==> src/rtl/pfb_pkg.sv <==
package pfb_pkg;

    // control bits of one output pixel slot
    typedef struct packed {
        logic de;
        logic hsync_n;
        logic vsync_n;
    } vid_ctl_t;

    localparam vid_ctl_t VID_CTL_IDLE = '{de: 1'b0, hsync_n: 1'b1, vsync_n: 1'b1};

    // memory schedule for one source pixel
    typedef enum logic [2:0] {
        ST_WAIT,
        ST_IDX_REQ,
        ST_IDX_LATCH,
        ST_CLUT_REQ,
        ST_CLUT_LATCH,
        ST_SPACE
    } fetch_state_e;

endpackage

==> src/rtl/pfb_timing.sv <==
module pfb_timing
    import pfb_pkg::*;
#(
    parameter int CLK_PER_PIX = 2,
    parameter int H_ACTIVE    = 640,
    parameter int H_FP        = 16,
    parameter int H_SYNC      = 96,
    parameter int H_BP        = 48,
    parameter int V_ACTIVE    = 480,
    parameter int V_FP        = 10,
    parameter int V_SYNC      = 2,
    parameter int V_BP        = 33,
    parameter int ROW_W       = 8
) (
    input  logic             clk,
    input  logic             rst_n,
    output logic             pix_ce,
    output vid_ctl_t         ctl,
    output logic             line_go,
    output logic [ROW_W-1:0] line_row
);
    localparam int H_BLANK = H_FP + H_SYNC + H_BP;
    localparam int H_TOTAL = H_BLANK + H_ACTIVE;
    localparam int V_BLANK = V_FP + V_SYNC + V_BP;
    localparam int V_TOTAL = V_BLANK + V_ACTIVE;
    localparam int HW      = $clog2(H_TOTAL);
    localparam int VW      = $clog2(V_TOTAL);
    localparam int DW      = $clog2(CLK_PER_PIX);
    // the index request of source column 0 must sit four clocks
    // before the first active slot is emitted; the strobe is one earlier
    localparam int GO_CLK  = H_BLANK * CLK_PER_PIX - 5;
    localparam int GO_H    = GO_CLK / CLK_PER_PIX;
    localparam int GO_D    = GO_CLK % CLK_PER_PIX;

    logic [DW-1:0] div_q;
    logic [HW-1:0] h_q;
    logic [VW-1:0] v_q;
    logic [VW-1:0] v_rel;
    logic          h_last;
    logic          v_last;
    logic          v_act;

    assign pix_ce = (div_q == DW'(CLK_PER_PIX - 1));
    assign h_last = (h_q == HW'(H_TOTAL - 1));
    assign v_last = (v_q == VW'(V_TOTAL - 1));
    assign v_act  = (v_q >= VW'(V_BLANK));

    always_ff @(posedge clk) begin
        if (!rst_n) begin
            div_q <= '0;
            h_q   <= '0;
            v_q   <= '0;
        end else begin
            div_q <= pix_ce ? '0 : div_q + 1'b1;
            if (pix_ce) begin
                if (h_last) begin
                    h_q <= '0;
                    v_q <= v_last ? '0 : v_q + 1'b1;
                end else begin
                    h_q <= h_q + 1'b1;
                end
            end
        end
    end

    always_comb begin
        ctl.de      = (h_q >= HW'(H_BLANK)) && v_act;
        ctl.hsync_n = !((h_q >= HW'(H_FP)) && (h_q < HW'(H_FP + H_SYNC)));
        ctl.vsync_n = !((v_q >= VW'(V_FP)) && (v_q < VW'(V_FP + V_SYNC)));
    end

    assign line_go  = (h_q == HW'(GO_H)) && (div_q == DW'(GO_D)) && v_act;
    assign v_rel    = v_q - VW'(V_BLANK);
    assign line_row = ROW_W'(v_rel >> 1);

endmodule

==> src/rtl/pfb_fetch.sv <==
module pfb_fetch
    import pfb_pkg::*;
#(
    parameter int CLK_PER_PIX = 2,
    parameter int SRC_W       = 320,
    parameter int SRC_H       = 240,
    parameter int DATA_W      = 32,
    parameter int IDX_W       = 8,
    parameter int COLOR_W     = 24,
    parameter int ROW_W       = 8,
    parameter int AW          = 15
) (
    input  logic               clk,
    input  logic               rst_n,
    input  logic               line_go,
    input  logic [ROW_W-1:0]   line_row,
    output logic               mem_rd,
    output logic [AW-1:0]      mem_addr,
    input  logic [DATA_W-1:0]  mem_rdata,
    output logic [COLOR_W-1:0] colour
);
    localparam int PPW     = DATA_W / IDX_W;
    localparam int LANE_W  = $clog2(PPW);
    localparam int WPR     = SRC_W / PPW;
    localparam int COL_W   = $clog2(SRC_W);
    localparam int FB_BASE = 2 ** IDX_W;
    localparam int GAP     = 2 * CLK_PER_PIX - 4;
    localparam int GAP_W   = (GAP > 1) ? $clog2(GAP) : 1;
    localparam int GAP_LD  = (GAP > 0) ? GAP - 1 : 0;

    fetch_state_e       state_q;
    fetch_state_e       state_d;
    logic [COL_W-1:0]   col_q;
    logic [ROW_W-1:0]   row_q;
    logic [DATA_W-1:0]  word_q;
    logic [COLOR_W-1:0] colour_q;
    logic [GAP_W-1:0]   gap_q;

    logic               last_col;
    logic               need_word;
    logic [LANE_W-1:0]  lane;
    logic [IDX_W-1:0]   pix_idx;
    logic [AW-1:0]      word_addr;

    assign last_col  = (col_q == COL_W'(SRC_W - 1));
    assign lane      = col_q[LANE_W-1:0];
    assign need_word = (lane == '0);
    assign pix_idx   = word_q[int'(lane) * IDX_W +: IDX_W];
    assign word_addr = AW'(FB_BASE) + AW'(row_q) * AW'(WPR) + AW'(col_q >> LANE_W);
    assign colour    = colour_q;

    // state register
    always_ff @(posedge clk) begin
        if (!rst_n) state_q <= ST_WAIT;
        else        state_q <= state_d;
    end

    // transitions
    always_comb begin
        state_d = state_q;
        unique case (state_q)
            ST_WAIT:       if (line_go) state_d = ST_IDX_REQ;
            ST_IDX_REQ:    state_d = ST_IDX_LATCH;
            ST_IDX_LATCH:  state_d = ST_CLUT_REQ;
            ST_CLUT_REQ:   state_d = ST_CLUT_LATCH;
            ST_CLUT_LATCH: begin
                if (last_col)      state_d = ST_WAIT;
                else if (GAP == 0) state_d = ST_IDX_REQ;
                else               state_d = ST_SPACE;
            end
            ST_SPACE:      if (gap_q == '0) state_d = ST_IDX_REQ;
            default:       state_d = ST_WAIT;
        endcase
    end

    // memory port outputs
    always_comb begin
        mem_rd   = 1'b0;
        mem_addr = '0;
        unique case (state_q)
            ST_IDX_REQ: begin
                mem_rd   = need_word;
                mem_addr = word_addr;
            end
            ST_CLUT_REQ: begin
                mem_rd   = 1'b1;
                mem_addr = AW'(pix_idx);
            end
            default: ;
        endcase
    end

    // datapath registers
    always_ff @(posedge clk) begin
        if (!rst_n) begin
            col_q    <= '0;
            row_q    <= '0;
            word_q   <= '0;
            colour_q <= '0;
            gap_q    <= '0;
        end else begin
            unique case (state_q)
                ST_WAIT: begin
                    if (line_go) begin
                        col_q <= '0;
                        row_q <= line_row;
                    end
                end
                ST_IDX_LATCH: begin
                    if (need_word) word_q <= mem_rdata;
                end
                ST_CLUT_LATCH: begin
                    colour_q <= mem_rdata[COLOR_W-1:0];
                    col_q    <= col_q + 1'b1;
                    gap_q    <= GAP_W'(GAP_LD);
                end
                ST_SPACE: begin
                    gap_q <= gap_q - 1'b1;
                end
                default: ;
            endcase
        end
    end

endmodule

==> src/rtl/pfb_pixout.sv <==
module pfb_pixout
    import pfb_pkg::*;
#(
    parameter int COLOR_W = 24
) (
    input  logic               clk,
    input  logic               rst_n,
    input  logic               pix_ce,
    input  vid_ctl_t           ctl,
    input  logic [COLOR_W-1:0] colour,
    output vid_ctl_t           ctl_q,
    output logic [COLOR_W-1:0] rgb_q
);
    always_ff @(posedge clk) begin
        if (!rst_n) begin
            ctl_q <= VID_CTL_IDLE;
            rgb_q <= '0;
        end else if (pix_ce) begin
            ctl_q <= ctl;
            rgb_q <= ctl.de ? colour : '0;
        end
    end

endmodule

==> src/rtl/pfb_display.sv <==
module pfb_display
    import pfb_pkg::*;
#(
    parameter int CLK_PER_PIX = 2,
    parameter int H_ACTIVE    = 640,
    parameter int H_FP        = 16,
    parameter int H_SYNC      = 96,
    parameter int H_BP        = 48,
    parameter int V_ACTIVE    = 480,
    parameter int V_FP        = 10,
    parameter int V_SYNC      = 2,
    parameter int V_BP        = 33,
    parameter int DATA_W      = 32,
    parameter int IDX_W       = 8,
    parameter int COLOR_W     = 24,
    localparam int SRC_W      = H_ACTIVE / 2,
    localparam int SRC_H      = V_ACTIVE / 2,
    localparam int MEM_WORDS  = 2 ** IDX_W + SRC_W * SRC_H / (DATA_W / IDX_W),
    localparam int MEM_AW     = $clog2(MEM_WORDS)
) (
    input  logic               clk,
    input  logic               rst_n,
    output logic               mem_rd,
    output logic [MEM_AW-1:0]  mem_addr,
    input  logic [DATA_W-1:0]  mem_rdata,
    output logic               pix_ce,
    output logic               hsync_n,
    output logic               vsync_n,
    output logic               de,
    output logic [COLOR_W-1:0] rgb
);
    localparam int ROW_W = (SRC_H > 1) ? $clog2(SRC_H) : 1;

    vid_ctl_t           ctl_now;
    vid_ctl_t           ctl_out;
    logic               line_go;
    logic [ROW_W-1:0]   line_row;
    logic [COLOR_W-1:0] colour;

    pfb_timing #(
        .CLK_PER_PIX (CLK_PER_PIX),
        .H_ACTIVE    (H_ACTIVE),
        .H_FP        (H_FP),
        .H_SYNC      (H_SYNC),
        .H_BP        (H_BP),
        .V_ACTIVE    (V_ACTIVE),
        .V_FP        (V_FP),
        .V_SYNC      (V_SYNC),
        .V_BP        (V_BP),
        .ROW_W       (ROW_W)
    ) u_timing (
        .clk      (clk),
        .rst_n    (rst_n),
        .pix_ce   (pix_ce),
        .ctl      (ctl_now),
        .line_go  (line_go),
        .line_row (line_row)
    );

    pfb_fetch #(
        .CLK_PER_PIX (CLK_PER_PIX),
        .SRC_W       (SRC_W),
        .SRC_H       (SRC_H),
        .DATA_W      (DATA_W),
        .IDX_W       (IDX_W),
        .COLOR_W     (COLOR_W),
        .ROW_W       (ROW_W),
        .AW          (MEM_AW)
    ) u_fetch (
        .clk       (clk),
        .rst_n     (rst_n),
        .line_go   (line_go),
        .line_row  (line_row),
        .mem_rd    (mem_rd),
        .mem_addr  (mem_addr),
        .mem_rdata (mem_rdata),
        .colour    (colour)
    );

    pfb_pixout #(
        .COLOR_W (COLOR_W)
    ) u_pixout (
        .clk    (clk),
        .rst_n  (rst_n),
        .pix_ce (pix_ce),
        .ctl    (ctl_now),
        .colour (colour),
        .ctl_q  (ctl_out),
        .rgb_q  (rgb)
    );

    assign de      = ctl_out.de;
    assign hsync_n = ctl_out.hsync_n;
    assign vsync_n = ctl_out.vsync_n;

endmodule

==> config.mk <==
export PLATFORM = sky130hd
export DESIGN_NAME = pfb_display
export DESIGN_NICKNAME = d
export VERILOG_FILES = /design/src/rtl/pfb_pkg.sv /design/src/rtl/pfb_timing.sv /design/src/rtl/pfb_fetch.sv /design/src/rtl/pfb_pixout.sv /design/src/rtl/pfb_display.sv
export SDC_FILE = /design/constraint.sdc
export NUM_CORES = 1
export LEC_CHECK = 0
export BUFFER_PORTS_ARGS = -buffer_cell sky130_fd_sc_hd__buf_4
export CORE_ASPECT_RATIO = 1.1
export CORE_MARGIN = 1
export CORE_UTILIZATION = 55
export CTS_BUF_LIST = sky130_fd_sc_hd__clkbuf_16
export DETAILED_ROUTE_END_ITERATION = 6
export HOLD_SLACK_MARGIN = 0.15
export PLACE_DENSITY = 0.79
export SETUP_SLACK_MARGIN = 0.02
export SYNTH_ARGS = -nofsm -noshare
export SYNTH_HDL_FRONTEND = slang
export SYNTH_HIERARCHICAL = 1
export SYNTH_SLANG_ARGS = --single-unit
==> constraint.sdc <==
create_clock -name clk -period 5.2 [get_ports clk]
set_input_delay 0.78 -clock clk [delete_from_list [all_inputs] [get_ports clk]]
set_output_delay 0.78 -clock clk [all_outputs]
set_load 0.01 [all_outputs]
### Word-level counts from Yosys, hierarchy flattened

Index checks and enable logic that the tools add are counted.

* bits in registers: 125
* input port bits: 34
* output and inout bits: 44
* logic and storage cells: 70

* add/subtract/negate cells: 8
* multipliers: 1
* $lt $le $gt $ge: 6
* eq/ne operators: 11
* shifts and indexed selects: 1
* muxes and demuxes: 12
* bitwise gates (word level): 1
* reductions and logical operators: 17

Operators by type and width (number)
* 32-bit by 6-bit indexed part select with 8-bit output: 1
* 15-bit one-hot mux with 2 select lines: 1
* 24-bit two-way mux: 1
* 10-bit by 1-bit adder with 10-bit output, second input constant: 2
* 10-bit == test, second input constant: 2
* 10-bit two-way mux: 2
* 3-bit one-hot mux with 6 select lines: 1
* 9-bit one-hot mux with 2 select lines: 1
* 15-bit by 7-bit adder with 15-bit output: 1
* 9-bit by 15-bit adder with 15-bit output, first input constant: 1
* 8-bit by 3-bit multiplier with 11-bit output, second input constant: 1
* 10-bit by 8-bit == test with 1-bit output, second input constant: 1
* 10-bit by 4-bit >= comparator with 1-bit output, second input constant: 1
* 10-bit by 5-bit >= comparator with 1-bit output, second input constant: 1
* 10-bit by 6-bit >= comparator with 1-bit output, second input constant: 1
* 10-bit by 8-bit >= comparator with 1-bit output, second input constant: 1
* 10-bit by 4-bit less-than comparator with 1-bit output, second input constant: 1
* 10-bit by 7-bit less-than comparator with 1-bit output, second input constant: 1
* 2-bit AND reduction: 5
* 9-bit by 1-bit adder with 9-bit output, second input constant: 1
* 9-bit == test, second input constant: 1
* 9-bit two-way mux: 1
* 9-bit by 6-bit subtractor with 9-bit output, second input constant: 1
* 3-bit by 2-bit == test with 1-bit output, second input constant: 2
* 15 further kinds: 25

### Depth between registers and ports, before layout

* depth after elaboration: 5
* gate-level depth with buffers: 11
* mapped depth without buffers: 10

### Cells and area by module

The synthesis kept the hierarchy.

Modules (own cells, without submodules)
* pfb_fetch: times used 1, cells an instance 475, area each 4035.1 sq um, seq. area each 1541.5 sq um
* pfb_timing: times used 1, cells an instance 160, area each 1308.8 sq um, seq. area each 420.4 sq um
* pfb_pixout: times used 1, cells an instance 117, area each 1074.8 sq um, seq. area each 540.5 sq um

### Worst setup path after synthesis

Ideal clock, no wire load.

* path type: flip-flop to output port
* from: reg u_fetch.row_q[1]
* to: out mem_addr[12]
* arrival: 2407 ps
* slack: 2013 ps
* stages on the path, launching flop included: 9
* path buffers: 0
* cell sequence: dfxtp_1 -> ha_1 -> ha_1 -> fa_1 -> xor2_1 -> nand4_1 -> a221o_1 -> o21ai_1 -> nor3b_2

* longest elaborated chain between the ends: 4

RTL lines
* start, declared: line pfb_fetch.sv:34 `logic [ROW_W-1:0] row_q;`
* start signal, assigned: line pfb_fetch.sv:106 `row_q <= line_row;`
* 8-bit by 3-bit multiplier with 11-bit output: line pfb_fetch.sv:49 `assign word_addr = AW'(FB_BASE) + AW'(row_q) * AW'(WPR) + AW'(col_q >> LANE_W);`
* 9-bit by 15-bit adder with 15-bit output: line pfb_fetch.sv:49
* 15-bit by 7-bit adder with 15-bit output: line pfb_fetch.sv:49
* 15-bit one-hot mux with 2 select lines: line pfb_fetch.sv:80 `unique case (state_q)`
* end, declared: line pfb_display.sv:24 `output logic [MEM_AW-1:0] mem_addr,`

Every way passes these cells.

### Worst setup path after layout

Same ends and word-level chain as after synthesis.

==> impl_metrics.env <==
export IMPL_ys_seq_area_share_pct=39.0
export IMPL_drc=0
export IMPL_rows=41
export IMPL_clockBufferDepth=2
export IMPL_hp_class="flop to flop"
export IMPL_drtAntennaViolNets=0
export IMPL_synth_warnings=6
export IMPL_syn2layout_area_growth_pct=17.5
export IMPL_grt_max_degree=81
export IMPL_worst_slew_pin_transition_ps=1120
export IMPL_cts_tree="built"
export IMPL_finalSetupTns_ps=0
export IMPL_pwr_share_seq_pct=43.2
export IMPL_reg2regPathDepth=10
export IMPL_ir_worst_vdd_uv=192
export IMPL_postCtsSetupBuffers=0
export IMPL_power_density_nw_per_um2=296
export IMPL_netlist_area_sq_um=6420
export IMPL_dieArea_sq_um=12100
export IMPL_viasPerCell=5.54
export IMPL_max_stage_delay_ps=430
export IMPL_critical_path_slowest_cell="fa_1"
export IMPL_crit_arrival_ps=3090
export IMPL_final_nets=859
export IMPL_crit_top_cell="ha_1"
export IMPL_ys_flop_type="dfxtp_1"
export IMPL_io_buffers=77
export IMPL_max_cap_violations=0
export IMPL_multi_input_area_sq_um=3590
export IMPL_path_cells="ha_1 > ha_1 > fa_1 > xor2_1 > nand4_1 > a221o_1 > nor3_1 > nor3b_2 > buf_4"
export IMPL_synth_edf_count=0
export IMPL_synth_nets=813
export IMPL_cts_sinks=125
export IMPL_die_h_microns=115
export IMPL_initial_core_util_pct=56.1
export IMPL_swShare_pct=20.0
export IMPL_drt_iter0_drc=319
export IMPL_rsz0062_at_grt="no"
export IMPL_core_area_sq_um=11400
export IMPL_routed_wl_microns=14800
export IMPL_drive_gt1_share_pct=16.0
export IMPL_final_max_slew_violation_count=0
export IMPL_cts_root_buf="clkbuf_16"
export IMPL_dp_hpwl_microns=10200
export IMPL_p_int_w=0.00178
export IMPL_place_congestion=0.879
export IMPL_ctsHoldBuffers=0
export IMPL_finClkSkew_ps=11.6
export IMPL_design_portCount=78
export IMPL_syn_instance_count=752
export IMPL_path_clk_slew_ps=50
export IMPL_htreeDepth=4
export IMPL_antenna_found_initial=0
export IMPL_start_kind="flop"
export IMPL_grt_pass1_vias=5157
export IMPL_fmax_ghz=0.258
export IMPL_ff_latch_area_sq_um=2500
export IMPL_ys_types=64
export IMPL_p_leak_nw=2.76
export IMPL_period_needed_ps=3870
export IMPL_grt_pass1_wl_microns=24300
export IMPL_pwr_share_comb_pct=2.9
export IMPL_first_pass_iters=5
export IMPL_avgSynthCellArea_sq_um=8.54
export IMPL_cts_resized_gates=0
export IMPL_cp_max_fo=5
export IMPL_p_sw_w=0.000445
export IMPL_worstPathRequired_ps=4420
export IMPL_power_share_clock_pct=53.9
export IMPL_endpoint_kind="primary output"
export IMPL_cts_made_buffers=17
export IMPL_fill_cells=944
export IMPL_clock_latency_ps=410
export IMPL_status="finished, final reports clean"
export IMPL_critPathKind="flop to primary output"
export IMPL_hold_viol_final=0
export IMPL_diodes=0
export IMPL_track_usage_pct=25.1
export IMPL_gr_total_overflow=0
export IMPL_synth_seq_cells=125
export IMPL_slew_headroom_pct=25.6
export IMPL_post_route_period_util_pct=74.5
export IMPL_timing_hold_ws_ps=449
export IMPL_setup_violations_final=0
export IMPL_hold_path_depth=2
export IMPL_num_vias=5327
export IMPL_die_w_microns=105
export IMPL_wl_per_cell_microns=15.4
export IMPL_synthArstFlopShare_pct=0
==> layer usage <==
layer | share of wire (%) | GRT usage (%)
met4 | 1.1 | 8.45
met1 | 46 | 31.0
met5 | 0 | 0
met2 | 49 | 44.4
met3 | 3.8 | 4.54
==> power by group through the flow <==
stage / registers, W / logic [W] / clock network [W]
floorplan: 0.000983 / 0.0000357 / 0
global placement: 0.000983 / 0.0000636 / 0
detailed placement: 0.000983 / 0.0000646 / 0
CTS: 0.000962 / 0.0000650 / 0.00122
global route: 0.000962 / 0.0000688 / 0.00127
finish: 0.000963 / 0.0000648 / 0.00120
==> cells in the mapped netlist (3+ instances only) <==
cell type  instances  area share (%)
mux2i_1           12             1.9
xor2_1             9             1.2
nor2b_1            7            0.68
clkbuf_1          24             1.4
or4_1              3            0.35
and3_1             3            0.29
o21ai_0           16             1.2
buf_1              3            0.18
or3_1              6            0.58
a21oi_1           23             1.8
ha_1              25             4.9
mux4_2             8             2.8
and2_1             8            0.78
nand2b_1           7            0.68
nand3_1           13             1.0
nand3b_1          28             3.3
xnor2_1           18             2.5
a21o_1             5            0.58
a21boi_0          59             6.9
a21boi_1           9             1.1
nor4_1             7            0.68
inv_1             13            0.76
nor3b_1            5            0.58
nor3_1             3            0.23
buf_2             19             1.5
nand4_1            7            0.68
buf_6              6             1.1
nor2_1            38             2.2
o21bai_1           3            0.35
o21ai_1           23             1.8
nand2_1          174              10
dfxtp_1          125              39
==> layout make-up <==
cell class,instances,area share (%)
repair buffers,81,8.06
well taps,150,2.49
clock buffers,17,5.64
flip-flops and latches,125,33.2
multi-input cells,560,47.6
clock inverters,15,2.39
inverters,13,0.647
==> cells in the final DEF (no fill, tap or decap), types with 12 or more instances in the layout <==
master,synthesis,layout
o21ai_1,23,23
mux2i_1,12,12
dfxtp_1,125,125
clkbuf_16,0,17
o21ai_0,16,16
xnor2_1,18,18
buf_4,1,81
nand3b_1,28,28
a21boi_0,59,59
inv_1,13,16
nand3_1,13,13
ha_1,25,25
nand2_1,174,174
nor2_1,38,37
a21oi_1,23,23
==> per-stage QoR <==
step                      power, W  cell area, sq um  setup slack (ps)  util, %  instances
final                      0.00223              7540              1330     65.9        961
after global routing       0.00230              7540              1140     65.9        961
after CTS                  0.00224              7540              1320     65.9        961
after detailed placement   0.00105              6940              1760     60.6        929
after global placement     0.00105              6940              1830     60.6        929
after floorplan            0.00102              6420              2010        -        752
==> cells by family after synthesis <==
logic type	Yosys count	synth area share (%)
fa+ha+maj	27	5.50
mux	20	4.68
xor+xnor	27	3.68
buf+inv	67	5.20
flops	125	39.0
compound gates	155	15.9
simple gates	331	26.0
==> registers in the layout (all words and copies together), names as in the netlist, 3 cells and up <==
signal and flops:
u_fetch/word_q 32, u_fetch/colour 24, u_pixout/rgb_q 24, u_timing/h_q 10
u_timing/v_q 10, u_fetch/col_q 9, u_fetch/row_q 8, u_fetch/state_q 3
u_pixout/ctl_q 3
==> final timing paths <==
| check | from | to | slack, ps |
|---|---|---|---|
| min reg2reg | u_fetch/colour[6] | u_pixout/rgb_q[6] | 450 |
| max reg2reg | u_timing/v_q[0] | u_fetch/col_q[7] | 2000 |
| min | u_fetch/colour[6] | u_pixout/rgb_q[6] | 450 |
| max | u_fetch/row_q[1] | mem_addr[12] | 1330 |
==> worst max-delay path, delay by kind of cell (launching register included) <==
kind / cells / cell delay (ps)
adder cells (fa/ha/maj): 3 / 930
AND/OR/NAND/NOR: 3 / 490
flip-flops: 1 / 400
AO/OA/AOI/OAI: 1 / 380
XOR/XNOR: 1 / 360
buffers and inverters: 1 / 140
(Power assumes the default switching activity.)
